File: src/rtl/pconv_pkg.sv
package pconv_pkg;

  typedef enum logic [1:0] {
    LV_IDLE = 2'd0,
    LV_HI   = 2'd1,
    LV_LO   = 2'd2
  } lvl_e;

  // True when a level holds the converter.
  function automatic logic lvl_active(input lvl_e l);
    return l != LV_IDLE;
  endfunction

  // An urgent start displaces a lower-level conversion.
  function automatic logic hi_preempts(input lvl_e l);
    return l == LV_LO;
  endfunction

  // A lower-level start begins at once only when the converter is free.
  function automatic logic lo_direct(input lvl_e l);
    return l == LV_IDLE;
  endfunction

endpackage

File: src/rtl/pconv_level_ctrl.sv
module pconv_level_ctrl
  import pconv_pkg::*;
#(
  parameter int CH_W = 5
) (
  input  logic            clk,
  input  logic            rst_n,
  input  logic            force_stop,
  input  logic            hi_start,
  input  logic [CH_W-1:0] hi_ch,
  input  logic            lo_start,
  input  logic [CH_W-1:0] lo_ch,
  input  logic            conv_done,
  input  logic            pend_q,
  input  logic [CH_W-1:0] pend_ch,
  output lvl_e            lvl_q,
  output logic [CH_W-1:0] ch_q,
  output logic            req_q,
  output logic            pend_set,
  output logic [CH_W-1:0] pend_set_ch,
  output logic            pend_take,
  output logic            went_idle
);

  lvl_e            s_lvl;
  logic [CH_W-1:0] s_ch;
  logic            launch;
  logic            pend_live;

  always_comb begin
    s_lvl       = lvl_q;
    s_ch        = ch_q;
    launch      = 1'b0;
    pend_set    = 1'b0;
    pend_set_ch = lo_ch;
    pend_take   = 1'b0;

    // Step 1: completion of the running conversion.
    if (conv_done && lvl_active(lvl_q)) begin
      if (pend_q) begin
        s_lvl     = LV_LO;
        s_ch      = pend_ch;
        pend_take = 1'b1;
        launch    = 1'b1;
      end else begin
        s_lvl = LV_IDLE;
      end
    end
    pend_live = pend_q && !pend_take;

    // Step 2: urgent start, judged after completion.
    if (hi_start) begin
      if (hi_preempts(s_lvl)) begin
        pend_set    = 1'b1;
        pend_set_ch = s_ch;
      end
      s_lvl  = LV_HI;
      s_ch   = hi_ch;
      launch = 1'b1;
    end

    // Step 3: lower-level start.
    if (lo_start) begin
      if (lo_direct(s_lvl) || s_lvl == LV_LO) begin
        s_lvl  = LV_LO;
        s_ch   = lo_ch;
        launch = 1'b1;
      end else if (pend_set) begin
        pend_set_ch = lo_ch;
      end else if (!pend_live) begin
        pend_set    = 1'b1;
        pend_set_ch = lo_ch;
      end
    end

    if (force_stop) begin
      s_lvl     = LV_IDLE;
      launch    = 1'b0;
      pend_set  = 1'b0;
      pend_take = 1'b0;
    end
  end

  assign went_idle = !force_stop && lvl_active(lvl_q) && !lvl_active(s_lvl);

  always_ff @(posedge clk) begin
    if (!rst_n) begin
      lvl_q <= LV_IDLE;
      ch_q  <= '0;
      req_q <= 1'b0;
    end else begin
      lvl_q <= s_lvl;
      ch_q  <= s_ch;
      req_q <= launch;
    end
  end

endmodule

File: src/rtl/pconv_pend_slot.sv
module pconv_pend_slot #(
  parameter int CH_W = 5
) (
  input  logic            clk,
  input  logic            rst_n,
  input  logic            force_stop,
  input  logic            pend_set,
  input  logic [CH_W-1:0] pend_set_ch,
  input  logic            pend_take,
  output logic            pend_q,
  output logic [CH_W-1:0] pend_ch
);

  always_ff @(posedge clk) begin
    if (!rst_n) begin
      pend_q  <= 1'b0;
      pend_ch <= '0;
    end else if (force_stop) begin
      pend_q <= 1'b0;
    end else if (pend_set) begin
      pend_q  <= 1'b1;
      pend_ch <= pend_set_ch;
    end else if (pend_take) begin
      pend_q <= 1'b0;
    end
  end

endmodule

File: src/rtl/pconv_scan_track.sv
module pconv_scan_track (
  input  logic clk,
  input  logic rst_n,
  input  logic force_stop,
  input  logic scan_start,
  input  logic scan_end,
  input  logic prio_active,
  input  logic went_idle,
  output logic scan_busy_q,
  output logic scan_pause,
  output logic resume_q
);

  always_ff @(posedge clk) begin
    if (!rst_n) begin
      scan_busy_q <= 1'b0;
      resume_q    <= 1'b0;
    end else begin
      resume_q <= went_idle && scan_busy_q;
      if (force_stop)      scan_busy_q <= 1'b0;
      else if (scan_start) scan_busy_q <= 1'b1;
      else if (scan_end)   scan_busy_q <= 1'b0;
    end
  end

  assign scan_pause = scan_busy_q && prio_active;

endmodule

File: src/rtl/pconv_arb.sv
module pconv_arb
  import pconv_pkg::*;
#(
  parameter int CH_W = 5
) (
  input  logic            clk,
  input  logic            rst_n,
  input  logic            hi_start,
  input  logic [CH_W-1:0] hi_ch,
  input  logic            lo_start,
  input  logic [CH_W-1:0] lo_ch,
  input  logic            conv_done,
  input  logic            force_stop,
  input  logic            scan_start,
  input  logic            scan_end,
  output logic            conv_req,
  output logic [CH_W-1:0] conv_ch,
  output logic [1:0]      prio_lvl,
  output logic            prio_busy,
  output logic            pend,
  output logic            scan_busy,
  output logic            scan_pause,
  output logic            scan_resume
);

  lvl_e            lvl_q;
  logic            pend_q;
  logic [CH_W-1:0] pend_ch;
  logic            pend_set;
  logic [CH_W-1:0] pend_set_ch;
  logic            pend_take;
  logic            went_idle;

  pconv_level_ctrl #(.CH_W(CH_W)) u_level (
    .clk        (clk),
    .rst_n      (rst_n),
    .force_stop (force_stop),
    .hi_start   (hi_start),
    .hi_ch      (hi_ch),
    .lo_start   (lo_start),
    .lo_ch      (lo_ch),
    .conv_done  (conv_done),
    .pend_q     (pend_q),
    .pend_ch    (pend_ch),
    .lvl_q      (lvl_q),
    .ch_q       (conv_ch),
    .req_q      (conv_req),
    .pend_set   (pend_set),
    .pend_set_ch(pend_set_ch),
    .pend_take  (pend_take),
    .went_idle  (went_idle)
  );

  pconv_pend_slot #(.CH_W(CH_W)) u_pend (
    .clk        (clk),
    .rst_n      (rst_n),
    .force_stop (force_stop),
    .pend_set   (pend_set),
    .pend_set_ch(pend_set_ch),
    .pend_take  (pend_take),
    .pend_q     (pend_q),
    .pend_ch    (pend_ch)
  );

  pconv_scan_track u_scan (
    .clk        (clk),
    .rst_n      (rst_n),
    .force_stop (force_stop),
    .scan_start (scan_start),
    .scan_end   (scan_end),
    .prio_active(prio_busy),
    .went_idle  (went_idle),
    .scan_busy_q(scan_busy),
    .scan_pause (scan_pause),
    .resume_q   (scan_resume)
  );

  assign prio_lvl  = lvl_q;
  assign prio_busy = lvl_active(lvl_q);
  assign pend      = pend_q;

endmodule

File: config.mk
export PLATFORM = sky130hd
export DESIGN_NAME = pconv_arb
export DESIGN_NICKNAME = d
export VERILOG_FILES = /design/src/rtl/pconv_pkg.sv /design/src/rtl/pconv_level_ctrl.sv /design/src/rtl/pconv_pend_slot.sv /design/src/rtl/pconv_scan_track.sv /design/src/rtl/pconv_arb.sv
export SDC_FILE = /design/constraint.sdc
export NUM_CORES = 1
export LEC_CHECK = 0
export BUFFER_PORTS_ARGS = -buffer_cell sky130_fd_sc_hd__buf_2
export CORE_MARGIN = 2
export CORE_UTILIZATION = 50
export DETAILED_ROUTE_END_ITERATION = 6
export PLACE_DENSITY = 0.81
export RECOVER_POWER = 100
export SYNTH_ARGS = -nofsm -noshare
export SYNTH_HDL_FRONTEND = slang
export SYNTH_SLANG_ARGS = --single-unit
File: constraint.sdc
create_clock -name clk -period 2.2 [get_ports clk]
set_input_delay 0.22 -clock clk [delete_from_list [all_inputs] [get_ports clk]]
set_output_delay 0.22 -clock clk [all_outputs]
set_load 0.01 [all_outputs]
* Word level (Yosys, flattened, before mapping) *
Index checks and enable logic that the tools add are counted.

operators by class
  equal/unequal tests = 2
  multiplexer cells = 34
  bitwise gates (word level) = 2
  reduce and logical (&&, ||, !) cells = 17

operator list
  operator            count
  $mux 5              11
  $mux 1              17
  $mux 2              6
  $reduce_bool 2->1   4
  $logic_and 1x1->1   6
  $eq 2x2->1 const B  2
  $logic_not 1->1     3
  $logic_not 2->1     1
  $not 1->1           2
  $reduce_and 2->1    1
  $reduce_or 2->1     1
  $logic_or 1x1->1    1

storage, ports and cells
  bits in registers = 16
  output and inout port bits = 13

* Longest topological paths before layout *
  depth after elaboration = 13
  depth in mapped cells = 5
  mapped depth without buffers = 4

* Cells and area by module *
From an unflattened synthesis, not the netlist that was laid out.

second synthesis, totals
  cells, all modules = 101
  area, all modules = 932.1 sq um

by module, submodules not included
  module            times used  cells each  area an instance (sq um)  sequential area each (sq um)
  pconv_level_ctrl  1           66          593.1                     160.2
  pconv_pend_slot   1           27          257.7                     120.1
  pconv_scan_track  1           7           75.1                      40.0
  pconv_arb         1           1           6.3                       0.0

* Least setup slack after synthesis *
Ideal clock, no wire load.

  path type = reg-to-reg
  from = register u_level.lvl_q[0]
  to = register u_level.ch_q[3]
  data arrival time = 1.243 ns
  data required time = 2.070 ns
  setup slack = 0.827 ns
  stages on the path, launching flop included = 5
  path buffers = 0
  clock period less this slack = 1.373 ns
  cell sequence = dfxtp_1 > o211ai_2 > mux2_2 > mux2i_1 > o22ai_1

on the way
  longest elaborated chain between the ends = 8

ends and longest elaborated chain
  item                                                  RTL line                                 text
  from (decl)                                           pconv_level_ctrl.sv:16                   output lvl_e lvl_q,
  from (signal assigned)                                pconv_level_ctrl.sv:92                   lvl_q <= s_lvl;
  $reduce_bool 2->1                                     pconv_pkg.sv:11                          return l != LV_IDLE;
  $logic_and 1x1->1                                     pconv_level_ctrl.sv:39                   if (conv_done && lvl_active(lvl_q)) begin
  $mux 2                                                pconv_level_ctrl.sv:39
  $mux 2                                                pconv_level_ctrl.sv:52                   if (hi_start) begin
  $eq 2x2->1 / $logic_not 2->1 (equally long branches)  pconv_level_ctrl.sv:64, pconv_pkg.sv:21
  $logic_or 1x1->1                                      pconv_level_ctrl.sv:64                   if (lo_direct(s_lvl) || s_lvl == LV_LO) begin
  $mux 5                                                pconv_level_ctrl.sv:64
  $mux 5 (*)                                            pconv_level_ctrl.sv:63                   if (lo_start) begin
  to (signal assigned)                                  pconv_level_ctrl.sv:93                   ch_q <= s_ch;
  to (decl)                                             pconv_level_ctrl.sv:17                   output logic [CH_W-1:0] ch_q,

Mark *: on every way between the ends. The rest lies on a longest branch, timed or not.
A chain may end at the register's enable or synchronous reset.

* Worst setup path after layout *
Same ends and word-level chain as after synthesis.

==> reports/results.md <==
Synth
- dfxtp_1 (16), nand2_1 (11), mux2i_1 (10) — top cell types by occurrence after synthesis
- dfxtp_1 (39%), mux2i_1 (12%), mux2_2 (6.9%) — biggest area contributors in the synthesized netlist
- dfxtp_1 — library cell with the highest instance count after synthesis
- 39.26% — sequential cell area fraction in the yosys report
- 0% — Synth async-reset ratio
- 9.064 sq um — post-synthesis average cell area
- 16 — Synth Register Bits
- 815.8 sq um — area of the mapped netlist
- 90 — gate count of the mapped netlist
- 39.26% — top-area cell type share of the netlist area
- dfxtp_1 — Post-synth top flop
- dfxtp_1 — leading area contributor after synthesis
- 0 — EDFF count, synth
- 26 — count of distinct cell types in the synthesized netlist
- 0 — Ys Warns
- 108 — nets in the synthesized netlist

Clock tree
- 0 — total of cells resized after clock tree synthesis
- clkbuf_4 — root cell of the clock tree
- 1 — H-tree depth reported by CTS
- 3 — Inserted Clock Buffers
- 0.28 ns — worst skew pair latency
- yes — clock tree from TritonCTS
- 0.09 ns — clock input transition at the sequential cells of the worst setup and hold paths
- 2 — number of buffers between clock root and the deepest sink
- 0 — number of hold buffers added after CTS
- 16 — number of clock sinks
- 0 — Post-CTS Repair Setup Buffers

Timing
- 0 — final setup violation count
- no — unrepaired setup endpoints after global routing
- 0.1369 ns — final hold slack
- 0.6780 ns — transition time at the pin with the least slew margin
- 77.89% — post-route fraction of the period consumed by the critical path
- 0.4865 ns — Final Worst Setup Slack
- 54.60% — Slew HR
- 583.6 MHz — Max Clk Rate
- 0.0007362 ns — final setup skew
- 1.714 ns — final period demand of the worst path
- 0 — count of final hold-check violations
- 0 ns — TNS Setup
- 0 — Final Slew Violations

Run status
- finished, final reports clean — status

Global routing
- 701 — via count of the first global-routing pass
- 14 — maximum number of pins on one net before global-route repair
- 20.51% — GRT Resource Usage Total
- 0 — global route overflow
- 3.001 mm — global-route wire length before repair
- 0 — initial antenna violation count

Power
- 0.4098 nW — standby leakage power
- 376.1 uV — VDD IR-drop max
- 583.5 mW/mm^2 — power density over the cells

Die
- 0.001524 sq mm — Core Box Area
- 53.53% — initial core utilization
- 44.39 microns — horizontal die dimension
- 0.001970 sq mm — die area
- 31 — num ports
- 44.39 microns — height of the chip
- 14 — Row Count

Flow run
- 0 — number of max-cap violations

Drt
- 1.863 mm — overall routed net length
- 769 — via total after detailed routing
- 0 — DRC violation count after routing
- 4 — first drt pass iteration count
- 5.613 — Via density
- 13.60 microns — average wire per cell in the routed design
- 7 — count of routing violations after the opening detailed-route iteration
- 0 — final antenna-violating net count

Setup path
- 0.49 ns — slack of the worst reg-to-reg path
- 7 — CP max FO
- o211ai_1 -> mux2_2 -> mux2i_1 -> o22ai_1 — cells traversed along the worst timing path
- 0.58 ns — Worst path max stage delay
- 2.36 ns — Req. time, crit path
- flop — crit start category
- u_level.lvl_q[0]$_SDFF_PN0_ — launch point of the worst reg-to-reg path
- 4 — r2r worst-path depth
- flop — type of destination of the critical path
- u_level.ch_q[3]$_SDFF_PN0_ — endpoint of the worst setup timing path
- 1.87 ns — arrival time at the worst endpoint
- reg2reg — crit path kind
- u_level.lvl_q[0]$_SDFF_PN0_ — launch point of the worst path
- u_level.ch_q[3]$_SDFF_PN0_ — end of the worst register-to-register path
- o211ai_1 — slowest cell on the critical path

Placement
- 30 — number of port buffers
- 0.7199 ns — Placement Setup Slack
- 0.7858 — final RePlAce weighted congestion
- 1.394 mm — detailed-placement wirelength estimate

Layout
- 145 — count of fill cells added during filler insertion
- 141 — Nets
- 0 — Ant. Diodes
- 459.2 sq um — area of combinational cells with multiple inputs
- 19.63% — signed area change from the synthesized netlist to the final layout
- 20.66% — fraction of layout cells with a size suffix above 1
- 64.04% — core occupancy in the finished layout
- 320.3 sq um — FF/Latch Area

Min path
- in2reg — path category of the worst min-delay check

## sequential cells by signal, indices dropped and copies added (netlist names)
register / count
u_level.req_q: 1
u_scan.resume_q: 1
u_pend.pend_ch: 5
u_level.ch_q: 5
u_pend.pend_q: 1
u_scan.scan_busy_q: 1
u_level.lvl_q: 2
## placed cells by master, fill, tap and decap left out
cell,count
a21oi_1,4
a31o_2,1
a31oi_1,2
and2_0,2
and4_1,1
buf_2,18
clkbuf_1,13
clkbuf_4,3
dfxtp_1,16
inv_1,4
mux2_1,3
mux2_2,2
mux2i_1,10
nand2_1,11
nand2b_1,3
nand3_1,2
nand4bb_1,1
nor2_1,2
nor2b_1,1
nor4bb_1,1
o211a_1,1
o211ai_1,7
o21ai_0,6
o21ai_1,1
o22ai_1,5
or2_2,1
## through the flow
| step | instances | power (W) | instance area, sq um |
|---|---|---|---|
| final | 137 | 0.0005695 | 975.9 |
| after detailed placement | 134 | 0.0004284 | 977.2 |
| after floorplan | 90 | 0.0003844 | 815.8 |
| after global routing | 137 | 0.0005943 | 975.9 |
| after global placement | 134 | 0.0004252 | 977.2 |
| after CTS | 137 | 0.0005732 | 999.7 |
## critical path: cells and delay by family, from the launching register on
| family | cells | cell delay, ns |
|---|---|---|
| AO/OA/AOI/OAI | 2 | 0.68 |
| flip-flops | 1 | 0.36 |
| multiplexers | 2 | 0.55 |
## kinds of logic after synthesis
kind of cell,Yosys count,synth area share (%)
AO/OA/AOI/OAI,27,21.47
AND/OR/NAND/NOR,25,16.26
flip-flops,16,39.26
multiplexers,15,19.17
buffers and inverters,7,3.833
## worst min path at each step
| stage | startpoint | end | slack (ns) | depth (start not counted) |
|---|---|---|---|---|
| 4_1_cts | scan_start | u_scan.scan_busy_q$_SDFFE_PP0P_ | 0.14 | 3 |
| 5_1_grt | scan_start | u_scan.scan_busy_q$_SDFFE_PP0P_ | 0.14 | 3 |
| 6_report | scan_start | u_scan.scan_busy_q$_SDFFE_PP0P_ | 0.14 | 3 |
| 3_5_place_dp | scan_start | u_scan.scan_busy_q$_SDFFE_PP0P_ | 0.43 | 3 |
| 2_1_floorplan | scan_start | u_scan.scan_busy_q$_SDFFE_PP0P_ | 0.34 | 2 |
| 3_3_place_gp | scan_start | u_scan.scan_busy_q$_SDFFE_PP0P_ | 0.42 | 3 |
## layout make-up
| cell class | instances | area share, % |
|---|---|---|
| Tap cell | 16 | 2.051 |
| Timing Repair Buffer | 31 | 14.23 |
| Clock buffer | 3 | 2.308 |
| Multi-Input combinational cell | 67 | 47.05 |
| Inverter | 4 | 1.538 |
| Sequential cell | 16 | 32.82 |
## metal layers
layer	routed length (microns)	track usage, %	up-vias
met5	0	0	-
met2	893	34.12	28
li1	-	-	398
met1	853	27.34	341
met4	6	7.273	0
met3	109	2.449	2
## power by group
part | total, W | switching, W | internal (W)
clock network | 0.000152 | 0.0000888 | 0.0000635
registers | 0.000315 | 0.00000938 | 0.000305
logic | 0.000102 | 0.0000573 | 0.0000451
(Power assumes the default switching activity.)
